[src/rtl/wmerge_pkg.sv]
// Package: shared types for the write merging store buffer.
// Assumes a 64-bit bus with eight byte lanes.
package wmerge_pkg;
    localparam int LANES  = 8;
    localparam int BUS_W  = 64;

    typedef enum logic [1:0] {
        SZ_BYTE  = 2'd0,
        SZ_HALF  = 2'd1,
        SZ_WORD  = 2'd2,
        SZ_DWORD = 2'd3
    } st_size_e;

    // One line-sized piece of a store: lane data plus lane strobes.
    typedef struct packed {
        logic [BUS_W-1:0] data;
        logic [LANES-1:0] strb;
    } lane_piece_t;
endpackage

[src/rtl/wmerge_shaper.sv]
// Module: wmerge_shaper
// Turns a store (address, size, data) into lane form for its own line
// and for the next line, and flags stores that cross a 64-bit boundary.
// Assumes the store data sits in the low bytes of st_data.
module wmerge_shaper
    import wmerge_pkg::*;
#(
    parameter int ADDR_W = 32
) (
    input  logic [ADDR_W-1:0] addr,
    input  logic [1:0]        size,
    input  logic [BUS_W-1:0]  data,
    output lane_piece_t       lo_piece,
    output lane_piece_t       hi_piece,
    output logic              crosses
);
    logic [3:0]         nbytes;
    logic [2*LANES-1:0] mask_w;
    logic [2*BUS_W-1:0] data_w;

    // Shift the byte mask and the data into a two-line window.
    always_comb begin
        nbytes   = 4'd1 << size;
        mask_w   = ((16'd1 << nbytes) - 16'd1) << addr[2:0];
        data_w   = {{BUS_W{1'b0}}, data} << {addr[2:0], 3'b000};
        lo_piece = '{data: data_w[BUS_W-1:0],       strb: mask_w[LANES-1:0]};
        hi_piece = '{data: data_w[2*BUS_W-1:BUS_W], strb: mask_w[2*LANES-1:LANES]};
        crosses  = |mask_w[2*LANES-1:LANES];
    end
endmodule

[src/rtl/wmerge_queue.sv]
// Module: wmerge_queue
// Entry array of the store buffer: youngest-match lookup, merge or
// allocate, in-order issue pointer and in-order release on responses.
// Assumes DEPTH is a power of two (at least 2), responses arrive only
// for issued writes and in issue order.
module wmerge_queue
    import wmerge_pkg::*;
#(
    parameter int LINE_W = 29,
    parameter int DEPTH  = 4
) (
    input  logic              clk,
    input  logic              rst_n,
    input  logic              in_take,
    input  logic              in_merge,
    input  logic              in_so,
    input  logic [LINE_W-1:0] in_line,
    input  lane_piece_t       in_piece,
    output logic              hit_ok,
    output logic              full,
    output logic              empty,
    output logic              so_busy,
    output logic              wr_valid,
    input  logic              wr_ready,
    output logic [LINE_W-1:0] wr_line,
    output lane_piece_t       wr_piece,
    input  logic              bresp_valid
);
    localparam int PTR_W = $clog2(DEPTH);
    localparam int CNT_W = PTR_W + 1;

    logic [LINE_W-1:0] line_q [DEPTH];
    lane_piece_t       piece_q [DEPTH];
    logic [DEPTH-1:0]  valid_q, issued_q, so_q;
    logic [PTR_W-1:0]  head_q, iss_q, tail_q, idx, young;
    logic [CNT_W-1:0]  cnt_q;
    logic              found, alloc, merge, fire;

    // Find the youngest valid entry that holds the incoming line.
    always_comb begin
        found = 1'b0;
        young = '0;
        idx   = '0;
        for (int k = 0; k < DEPTH; k++) begin
            idx = head_q + PTR_W'(k);
            if (valid_q[idx] && line_q[idx] == in_line) begin
                found = 1'b1;
                young = idx;
            end
        end
    end

    // Status, bus presentation and the actions of this cycle.
    always_comb begin
        wr_valid = valid_q[iss_q] && !issued_q[iss_q];
        wr_line  = line_q[iss_q];
        wr_piece = piece_q[iss_q];
        hit_ok   = found && !issued_q[young] && !so_q[young]
                   && !(wr_valid && iss_q == young);
        full     = (cnt_q == CNT_W'(DEPTH));
        empty    = (cnt_q == '0);
        so_busy  = |(valid_q & so_q);
        fire     = wr_valid && wr_ready;
        merge    = in_take && in_merge;
        alloc    = in_take && !in_merge;
    end

    // Control state: flags, pointers and occupancy.
    always_ff @(posedge clk) begin
        if (!rst_n) begin
            valid_q  <= '0;
            issued_q <= '0;
            so_q     <= '0;
            head_q   <= '0;
            iss_q    <= '0;
            tail_q   <= '0;
            cnt_q    <= '0;
        end else begin
            if (bresp_valid) begin
                valid_q[head_q] <= 1'b0;
                head_q          <= head_q + 1'b1;
            end
            if (fire) begin
                issued_q[iss_q] <= 1'b1;
                iss_q           <= iss_q + 1'b1;
            end
            if (alloc) begin
                valid_q[tail_q]  <= 1'b1;
                issued_q[tail_q] <= 1'b0;
                so_q[tail_q]     <= in_so;
                tail_q           <= tail_q + 1'b1;
            end
            cnt_q <= cnt_q + CNT_W'(alloc) - CNT_W'(bresp_valid);
        end
    end

    // Payload storage: new line on allocation, per-byte overwrite on merge.
    always_ff @(posedge clk) begin
        if (alloc) begin
            line_q[tail_q]  <= in_line;
            piece_q[tail_q] <= in_piece;
        end else if (merge) begin
            for (int b = 0; b < LANES; b++) begin
                if (in_piece.strb[b]) begin
                    piece_q[young].data[8*b +: 8] <= in_piece.data[8*b +: 8];
                end
            end
            piece_q[young].strb <= piece_q[young].strb | in_piece.strb;
        end
    end
endmodule

[src/rtl/wmerge_store_buf.sv]
// Module: wmerge_store_buf (top)
// Store buffer that merges stores within a 64-bit line, splits
// boundary-crossing stores into two line pieces and issues aligned,
// strobed 64-bit writes in order. Unbuffered stores wait for an empty
// buffer and block later stores until answered.
// Assumes st_* fields stay stable while st_valid waits for st_ready.
module wmerge_store_buf
    import wmerge_pkg::*;
#(
    parameter int ADDR_W = 32,
    parameter int DEPTH  = 4
) (
    input  logic              clk,
    input  logic              rst_n,
    input  logic              st_valid,
    output logic              st_ready,
    input  logic [ADDR_W-1:0] st_addr,
    input  logic [1:0]        st_size,
    input  logic [63:0]       st_data,
    input  logic              st_buffered,
    output logic              wr_valid,
    input  logic              wr_ready,
    output logic [ADDR_W-1:0] wr_addr,
    output logic [63:0]       wr_data,
    output logic [7:0]        wr_strb,
    input  logic              bresp_valid
);
    localparam int LINE_W = ADDR_W - 3;

    lane_piece_t       lo_piece, hi_piece, piece, wr_piece;
    logic              crosses, upper_q;
    logic [LINE_W-1:0] line0, piece_line, wr_line;
    logic              hit_ok, full, empty, so_busy;
    logic              can_merge, room, take;

    wmerge_shaper #(.ADDR_W(ADDR_W)) u_shaper (
        .addr     (st_addr),
        .size     (st_size),
        .data     (st_data),
        .lo_piece (lo_piece),
        .hi_piece (hi_piece),
        .crosses  (crosses)
    );

    // Pick the piece for this cycle and decide whether it can be taken.
    always_comb begin
        line0      = st_addr[ADDR_W-1:3];
        piece_line = upper_q ? line0 + LINE_W'(1) : line0;
        piece      = upper_q ? hi_piece : lo_piece;
        can_merge  = st_buffered && hit_ok;
        room       = st_buffered ? (can_merge || !full) : empty;
        take       = st_valid && !so_busy && room;
        st_ready   = take && (upper_q || !crosses);
        wr_addr    = {wr_line, 3'b000};
        wr_data    = wr_piece.data;
        wr_strb    = wr_piece.strb;
    end

    // Track whether the upper piece of a crossing store is next.
    always_ff @(posedge clk) begin
        if (!rst_n) begin
            upper_q <= 1'b0;
        end else if (take) begin
            upper_q <= !upper_q && crosses;
        end
    end

    wmerge_queue #(.LINE_W(LINE_W), .DEPTH(DEPTH)) u_queue (
        .clk         (clk),
        .rst_n       (rst_n),
        .in_take     (take),
        .in_merge    (can_merge),
        .in_so       (!st_buffered),
        .in_line     (piece_line),
        .in_piece    (piece),
        .hit_ok      (hit_ok),
        .full        (full),
        .empty       (empty),
        .so_busy     (so_busy),
        .wr_valid    (wr_valid),
        .wr_ready    (wr_ready),
        .wr_line     (wr_line),
        .wr_piece    (wr_piece),
        .bresp_valid (bresp_valid)
    );
endmodule

[config.mk]
export PLATFORM = sky130hd
export DESIGN_NAME = wmerge_store_buf
export DESIGN_NICKNAME = d
export VERILOG_FILES = /design/src/rtl/wmerge_pkg.sv /design/src/rtl/wmerge_shaper.sv /design/src/rtl/wmerge_queue.sv /design/src/rtl/wmerge_store_buf.sv
export SDC_FILE = /design/constraint.sdc
export NUM_CORES = 1
export LEC_CHECK = 0
export BUFFER_PORTS_ARGS = -buffer_cell sky130_fd_sc_hd__clkbuf_2
export CAP_MARGIN = 40
export CORE_ASPECT_RATIO = 0.8
export CORE_MARGIN = 3
export CORE_UTILIZATION = 30
export CTS_BUF_LIST = sky130_fd_sc_hd__clkbuf_4 sky130_fd_sc_hd__clkbuf_8
export DETAILED_ROUTE_END_ITERATION = 8
export PLACE_DENSITY = 0.58
export SYNTH_ARGS = -nofsm -noshare
export SYNTH_HDL_FRONTEND = slang
export SYNTH_SLANG_ARGS = --single-unit
export TNS_END_PERCENT = 1
[constraint.sdc]
create_clock -name clk -period 8.03 [get_ports clk]
set_input_delay 1.606 -clock clk [delete_from_list [all_inputs] [get_ports clk]]
set_output_delay 1.606 -clock clk [all_outputs]
set_load 0.01 [all_outputs]
Word level (Yosys, flattened, before mapping)
Memories as Yosys holds them, arrays and structs flattened. A register that Yosys moved wholly into a read port is not among the register bits.
Cells that the tools add are included.
Widths: inputs -> output; s select.
{"block": "totals", "ram_bits": 404, "latchBits": 0, "romBits": 0, "wordCells": 169, "ff_bits": 22, "mem_count": 2}
{"block": "classes", "div_mod_pow": 0, "magnitude_cmp": 10, "shift": 4, "n_reduce_logical": 36, "addsub": 9, "bitwise_logic": 8, "n_mux": 86, "n_mul": 0, "n_eq_ne": 6}
{"name": "u_queue.piece_q", "depth": 4, "word_bits": 72, "read_ports": 2, "rd_ports_with_merged_regs": 1, "wr": 1, "line": "wmerge_queue.sv:33", "source": "lane_piece_t piece_q [DEPTH];"}
{"name": "u_queue.line_q", "depth": 4, "word_bits": 29, "read_ports": 5, "rd_ports_with_merged_regs": 2, "wr": 1, "line": "wmerge_queue.sv:32", "source": "logic [LINE_W-1:0] line_q [DEPTH];"}
{"operator": "$mux 72", "count": 2}
{"operator": "$shl 64x6->128", "count": 1}
{"operator": "$eq 29x29->1", "count": 4}
{"operator": "$reduce_or 72->1", "count": 1}
{"operator": "$mux 1", "count": 53}
{"operator": "$add 29x1->29 const B", "count": 1}
{"operator": "$mux 29", "count": 1}
{"operator": "$mux 4", "count": 6}
{"operator": "$mux 2", "count": 11}
{"operator": "$lt 2x3->1 const B", "count": 7}
{"operator": "$logic_and 1x1->1", "count": 20}
{"operator": "$bmux 1 s2", "count": 8}
{"operator": "$shl 1x4->16 const A", "count": 1}
{"operator": "$shl 16x3->16", "count": 1}
{"operator": "$sub 16x1->16 const B", "count": 1}
{"operator": "$and 4x4->4", "count": 3}
{"operator": "$logic_not 1->1", "count": 10}
{"operator": "$mux 9", "count": 1}
{"operator": "$not 4->4", "count": 2}
{"operator": "$or 4x4->4", "count": 2}
{"operator": "$or 8x8->8", "count": 1}
{"operator": "$reduce_or 8->1", "count": 1}
{"operator": "$add 2x1->2 const B", "count": 3}
{"operator": "$demux 1 s2", "count": 3}
{"operator": "11 further kinds", "count": 15}

Logic depth before layout (Yosys ltp)
{"block": "depth", "ltp_word": 24, "ltp_mapped": 30, "ltp_nobuf": 20}

Cells and area by module
Synthesis repeated with hierarchy kept, for this count alone.
{"block": "hier_totals", "hier_cells": 1895, "area_unflattened_um2": 25465.7}
{"module": "wmerge_queue", "cells_each": 1273, "area_per_inst_um2": 20872.5, "instances": 1, "seq_area_each_um2": 12632.1}
{"module": "wmerge_shaper", "cells_each": 448, "area_per_inst_um2": 3045.4, "instances": 1, "seq_area_each_um2": 0.0}
{"module": "wmerge_store_buf", "cells_each": 174, "area_per_inst_um2": 1547.7, "instances": 1, "seq_area_each_um2": 20.0}

Worst setup path after synthesis
No wires, ideal clock.
{"block": "synth_path", "path_kind": "input-to-reg", "startpoint": "input st_addr[8]", "endpoint": "memory u_queue.line_q[0][0] (enable)", "t_arrival_ps": 7861, "t_required_ps": 7560, "slack_ps": -301, "path_stages": 16, "path_cell_list": "buf_2 -> nand3_2 -> buf_4 -> nor3_1 -> xnor3_1 -> o211ai_1 -> or4_1 -> or2_0 -> or4_1 -> buf_2 -> mux2_2 -> a211o_1 -> mux2i_1 -> o31a_1 -> buf_2 -> a211oi_1"}
{"block": "synth_between", "elab_chain_cells": 21}
{"element": "from (decl)", "line": "wmerge_store_buf.sv:17", "source": "input logic [ADDR_W-1:0] st_addr,"}
{"element": "$add 29x1->29", "line": "wmerge_store_buf.sv:48", "source": "piece_line = upper_q ? line0 + LINE_W'(1) : line0;"}
{"element": "$mux 29 (*)", "line": "wmerge_store_buf.sv:48"}
{"element": "$eq 29x29->1", "line": "wmerge_queue.sv:46", "source": "if (valid_q[idx] && line_q[idx] == in_line) begin"}
{"element": "$logic_and 1x1->1", "line": "wmerge_queue.sv:46"}
{"element": "$mux 2 (4 in series)", "line": "wmerge_queue.sv:46"}
{"element": "$bmux 1 s2", "line": "wmerge_queue.sv:58", "source": "hit_ok = found && !issued_q[young] && !so_q[young]"}
{"element": "$mux 1 (not written as such)", "line": "wmerge_queue.sv:58"}
{"element": "$logic_not 1->1", "line": "wmerge_queue.sv:58"}
{"element": "$logic_and 1x1->1 (2 in series)", "line": "wmerge_queue.sv:58"}
{"element": "$logic_and 1x1->1 (*)", "line": "wmerge_queue.sv:59", "source": "&& !(wr_valid && iss_q == young);"}
{"element": "$logic_and 1x1->1 (*)", "line": "wmerge_store_buf.sv:50", "source": "can_merge = st_buffered && hit_ok;"}
{"element": "$logic_or 1x1->1", "line": "wmerge_store_buf.sv:51", "source": "room = st_buffered ? (can_merge || !full) : empty;"}
{"element": "$mux 1", "line": "wmerge_store_buf.sv:51"}
{"element": "$logic_and 1x1->1", "line": "wmerge_store_buf.sv:52", "source": "take = st_valid && !so_busy && room;"}
{"element": "$logic_and 1x1->1 (*)", "line": "wmerge_queue.sv:65", "source": "alloc = in_take && !in_merge;"}
{"element": "$mux 1 (*)", "line": "wmerge_queue.sv:99", "source": "if (alloc) begin"}
{"element": "$mux 1 (not written as such) (*)", "line": "wmerge_queue.sv:100", "source": "line_q[tail_q] <= in_line;"}
{"element": "to (decl)", "line": "wmerge_queue.sv:32"}
Mark *: on every way between the ends. The rest lies on a longest branch, timed or not. The select of a mux whose other input is x is not followed.

Worst setup path in the final report
{"block": "layout_path", "startpoint": "input st_addr[3]", "endpoint": "output st_ready"}
{"block": "layout_between", "elab_chain_cells": 19}
{"element": "$add 29x1->29", "line": "wmerge_store_buf.sv:48"}
{"element": "$mux 29 (*)", "line": "wmerge_store_buf.sv:48"}
{"element": "$eq 29x29->1", "line": "wmerge_queue.sv:46"}
{"element": "$logic_and 1x1->1", "line": "wmerge_queue.sv:46"}
{"element": "$mux 2 (4 in series)", "line": "wmerge_queue.sv:46"}
{"element": "$bmux 1 s2", "line": "wmerge_queue.sv:58"}
{"element": "$mux 1 (not written as such)", "line": "wmerge_queue.sv:58"}
{"element": "$logic_not 1->1", "line": "wmerge_queue.sv:58"}
{"element": "$logic_and 1x1->1 (2 in series)", "line": "wmerge_queue.sv:58"}
{"element": "$logic_and 1x1->1 (*)", "line": "wmerge_queue.sv:59"}
{"element": "$logic_and 1x1->1 (*)", "line": "wmerge_store_buf.sv:50"}
{"element": "$logic_or 1x1->1 (*)", "line": "wmerge_store_buf.sv:51"}
{"element": "$mux 1 (*)", "line": "wmerge_store_buf.sv:51"}
{"element": "$logic_and 1x1->1 (*)", "line": "wmerge_store_buf.sv:52"}
{"element": "$logic_and 1x1->1 (*)", "line": "wmerge_store_buf.sv:53", "source": "st_ready = take && (upper_q || !crosses);"}
{"element": "to (decl)", "line": "wmerge_store_buf.sv:16", "source": "output logic st_ready,"}
Marked as above.

==> results by stage <==
Global route:
- The global routing usage summed across all routing layers is 0.1894.
- Global routing finished with a remaining overflow of 0.
- The initial antenna violation count came to 7.
- The number of global-route vias before repair is 19210.
- Entering global routing, the biggest net connects 71 pins.
- The first global-routing pass estimated 131.2 mm of wire.

STA:
- Hold timing on the final database bottoms out at a slack of 0.4878 ns.
- Counting I/O delays and the setup requirement, the final critical path takes 7.900 ns.
- Setup repair after global routing left no endpoint under its margin.
- The maximum clock skew at final layout is 0.04293 ns.
- The number of max-slew violations in the final report is 0.
- The worst-margin pin slew is 1.035 ns.
- The hold violation count in the final report came to 0.
- The total of endpoints with negative setup slack in the final report is 0.
- The final period utilization is 0.9838.
- Once routing completed, OpenROAD measured the worst setup slack at 0.1298 ns.
- For this run, the top clock speed supported by timing is 126.6 MHz.
- Measured against its own limit, the worst slew margin works out to 0.3026.

Layout:
- The area overhead of the layout relative to synthesis is 16.94%.
- The fraction of layout cells with a size suffix above 1 is 0.3279.
- After the flow finishes, the layout carries non-filler instances totaling 3506.
- The layout has 8421 filler cells.
- The final non-filler cell area is 31060 um2.
- After the last flow step, the layout net total stands at 2388.

Route:
- The detailed-route wire length per cell is 25.55 um.
- Summing over every cut layer, the via total after detailed routing is 19770.
- The count of nets left with antenna violations once routing finished came out at 0.
- The final layout contains routed wiring with a total length of 89.58 mm.
- The initial DRC count is 2416.
- After detailed routing, the number of vias per cell comes to 5.640.
- In the routed design, unresolved DRC markers number 0.
- The count of TritonRoute iterations in the first routing pass is 6.

Power and ir drop:
- The switching portion of total power is 0.3424.
- The power density over the cells is 242.9 nW/um2.
- The maximum VDD drop is 0.1164 mV.
- Of the total power, combinational logic draws 0.330.
- Of the total power, registers draw 0.400.
- The analysis attributes to net switching a power of 2.583 mW.
- The design internal power is 4.962 mW.
- The design draws 7.545 mW.
- Of the total power, the clock network draws 0.270.
- In this run the static leakage power is 10.71 nW.

Floorplan:
- For this configuration, the core starts out at a cell density of 0.3063.
- The floorplan has 96 rows.
- The overall die height is 272.1 um.
- The top-level I/O count is 210.
- The horizontal die dimension is 338.7 um.
- The overall die area is 92160 um2.
- The area of the placeable core is 86720 um2.

Status:
- The run finished with clean final reports.

Placed design:
- The global placer's final weighted congestion is 0.9542.
- The setup slack after placement is 0.1658 ns.
- Summing all placed instances gives a cell area of 29460 um2.
- The number of instances in the placed design is 3362.
- Port buffering added 206 buffers.
- After legalization and detailed placement, the total HPWL measured 66.45 mm.

Logic synthesis:
- The sequential element share of the synthesized area is 0.4764.
- Summing every instance area after synthesis gives 26560 um2.
- The share of synthesized area in the top cell type comes to 0.4568.
- The most used standard cell by instance count after synthesis is sky130_fd_sc_hd__edfxtp_1.
- The yosys synthesis warning count is 0.
- The number of synthesized flops with an enable pin is 404.
- The biggest area consumer among synthesized cells is sky130_fd_sc_hd__edfxtp_1.
- The total of flip-flops plus latches after synthesis is 430.
- Ranked by instance count, the synthesized netlist is headed by sky130_fd_sc_hd__edfxtp_1, sky130_fd_sc_hd__mux4_2, sky130_fd_sc_hd__nand2_1, sky130_fd_sc_hd__nor2_1, sky130_fd_sc_hd__mux2i_1.
- Counting flops with an async set or reset pin after synthesis yields a share of 0.
- The cell count after synthesis is 2007.
- The synthesized area per cell is 13.23 um2.
- The netlist uses 97 different library cells.
- The most used flip-flop cell after synthesis is sky130_fd_sc_hd__edfxtp_1.
- After synthesis, the cell types taking the most area are sky130_fd_sc_hd__edfxtp_1, sky130_fd_sc_hd__mux4_2, sky130_fd_sc_hd__xnor3_1.

Worst setup path:
- The signal on the critical path passes through clkbuf_2, ha_1, and3_1, nand4_2, or3_1, and3_1, a2111o_1, or2_0, or4_1, buf_4, mux2i_1, a211o_1, mux2i_1, o31a_1, nand2_1, a211oi_1, buf_4, clkbuf_2.
- The highest net fanout along the worst path is 13.
- The start-to-end type of the worst setup path is input port to output port.
- The largest single stage delay on the critical path is 0.60 ns.
- The critical path arrival is 6.29 ns.
- The critical path data required time is 6.42 ns.
- The nature of the critical path startpoint is an input port.
- Among all stages on the critical path, the largest delay is contributed by sky130_fd_sc_hd__or4_1.
- The sort of element at the end of the critical path is an output port.

Clocking:
- The clock net in this run drives a total of 430 sinks.
- The clock buffer count from CTS is 76.
- The maximum number of buffers from clock root to sink is 3.
- The H-tree generated during clock tree synthesis spans 3 levels.
- The post-CTS clock slew at the launch and capture registers of the worst setup and hold paths is 0.06 ns.
- The clock tree root driver cell is sky130_fd_sc_hd__clkbuf_8.
- The insertion delay to the later sink of the worst-skew pair is 0.68 ns.
- The TritonCTS clock tree is yes.

Job:
- Across the run, the number of max-cap violations was 0.

Min path:
- In this run the worst hold path is classified as flop to flop.
## state kept, by name, summed over array words and instances (netlist names), 2 cells and up, named ones only
name and count:
u_queue.line_q 116, u_queue.iss_q 2, u_queue.cnt_q 3, u_queue.piece_q 288
u_queue.tail_q 2, u_queue.issued_q 4, u_queue.head_q 2, u_queue.so_q 4
u_queue.valid_q 4
## final cells by class
class / count / area, um2 / area share
clock inverters: 31 / 244.0 / 0.007856
inverters: 41 / 153.9 / 0.004955
well taps: 1176 / 1471 / 0.04738
repair buffers: 336 / 2105 / 0.06776
clock buffers: 106 / 1290 / 0.04153
multi-input cells: 1383 / 13120 / 0.4224
flip-flops and latches: 430 / 12670 / 0.4078
diodes: 3 / 7.507 / 0.0002417
## routing by layer
| metal | GRT usage | up-vias | wire [um] |
|---|---|---|---|
| met3 | 0.03717 | 124 | 7671 |
| met2 | 0.2826 | 956 | 39230 |
| met5 | 0 | - | 38 |
| met4 | 0.03956 | 6 | 1531 |
| met1 | 0.2849 | 10170 | 41110 |
| li1 | - | 8515 | - |
## cells by family after synthesis
logic type | after synthesis | synth area share
AND/OR/NAND/NOR | 544 | 0.1093
AO/OA/AOI/OAI | 361 | 0.09036
flip-flops | 430 | 0.4764
buffers and inverters | 196 | 0.03368
other | 1 | 0.0001412
multiplexers | 332 | 0.2193
adder cells (fa/ha/maj) | 16 | 0.007820
XOR/XNOR | 127 | 0.06294
## placed cells by master (no fill, tap or decap), types with 31 or more instances in the layout
| cell type | synthesis | routed |
|---|---|---|
| sky130_fd_sc_hd__edfxtp_1 | 404 | 404 |
| sky130_fd_sc_hd__clkbuf_2 | 1 | 206 |
| sky130_fd_sc_hd__mux4_2 | 195 | 195 |
| sky130_fd_sc_hd__nand2_1 | 148 | 148 |
| sky130_fd_sc_hd__buf_4 | 18 | 121 |
| sky130_fd_sc_hd__nor2_1 | 102 | 102 |
| sky130_fd_sc_hd__mux2i_1 | 87 | 87 |
| sky130_fd_sc_hd__a21oi_1 | 82 | 82 |
| sky130_fd_sc_hd__o21ai_0 | 83 | 81 |
| sky130_fd_sc_hd__clkbuf_8 | 0 | 79 |
| sky130_fd_sc_hd__xnor2_1 | 55 | 55 |
| sky130_fd_sc_hd__mux2_2 | 50 | 50 |
| sky130_fd_sc_hd__inv_1 | 39 | 39 |
| sky130_fd_sc_hd__xnor3_1 | 39 | 39 |
| sky130_fd_sc_hd__nand3_1 | 39 | 38 |
| sky130_fd_sc_hd__xor2_1 | 31 | 31 |
## critical path, delay by kind of cell
family                   cells  cell delay, ns
multiplexers                 2            0.50
AO/OA/AOI/OAI                4            1.00
adder cells (fa/ha/maj)      1            0.24
buffers and inverters        4            0.71
AND/OR/NAND/NOR              7            2.21
## power groups by stage
stage	clock [mW]	combinational, mW	sequential [mW]
after floorplan	0	1.50	2.99
after global placement	0	2.44	3.03
after detailed placement	0	2.48	3.06
after CTS	2.10	2.50	3.01
after global routing	2.20	2.65	3.04
final	2.04	2.49	3.02
## per-stage QoR
stage | setup TNS, ns | utilization
final | 0 | 0.3581
after detailed placement | 0 | 0.3397
after global routing | 0 | 0.3581
after floorplan | -37.55 | -
after global placement | 0 | 0.3381
after CTS | 0 | 0.3574
## what timing repair did
item / 4_1_cts / 5_1_grt
setup endpoints to repair: 0 / 1
resized for setup: 0 / 8
hold buffers: 0 / 0
setup buffers: 0 / 2
## final timing paths
check / cells past startpoint / slack [ns] / end / from
worst min register to register: 2 / 0.49 / u_queue.so_q[2] / u_queue.so_q[2]
worst min-delay path: 2 / 0.49 / u_queue.so_q[2] / u_queue.so_q[2]
worst max-delay path: 18 / 0.13 / st_ready / st_addr[3]
worst max register to register: 23 / 1.52 / u_queue.cnt_q[2] / u_queue.head_q[0]
Note: power is estimated with default switching activity, not from simulation.
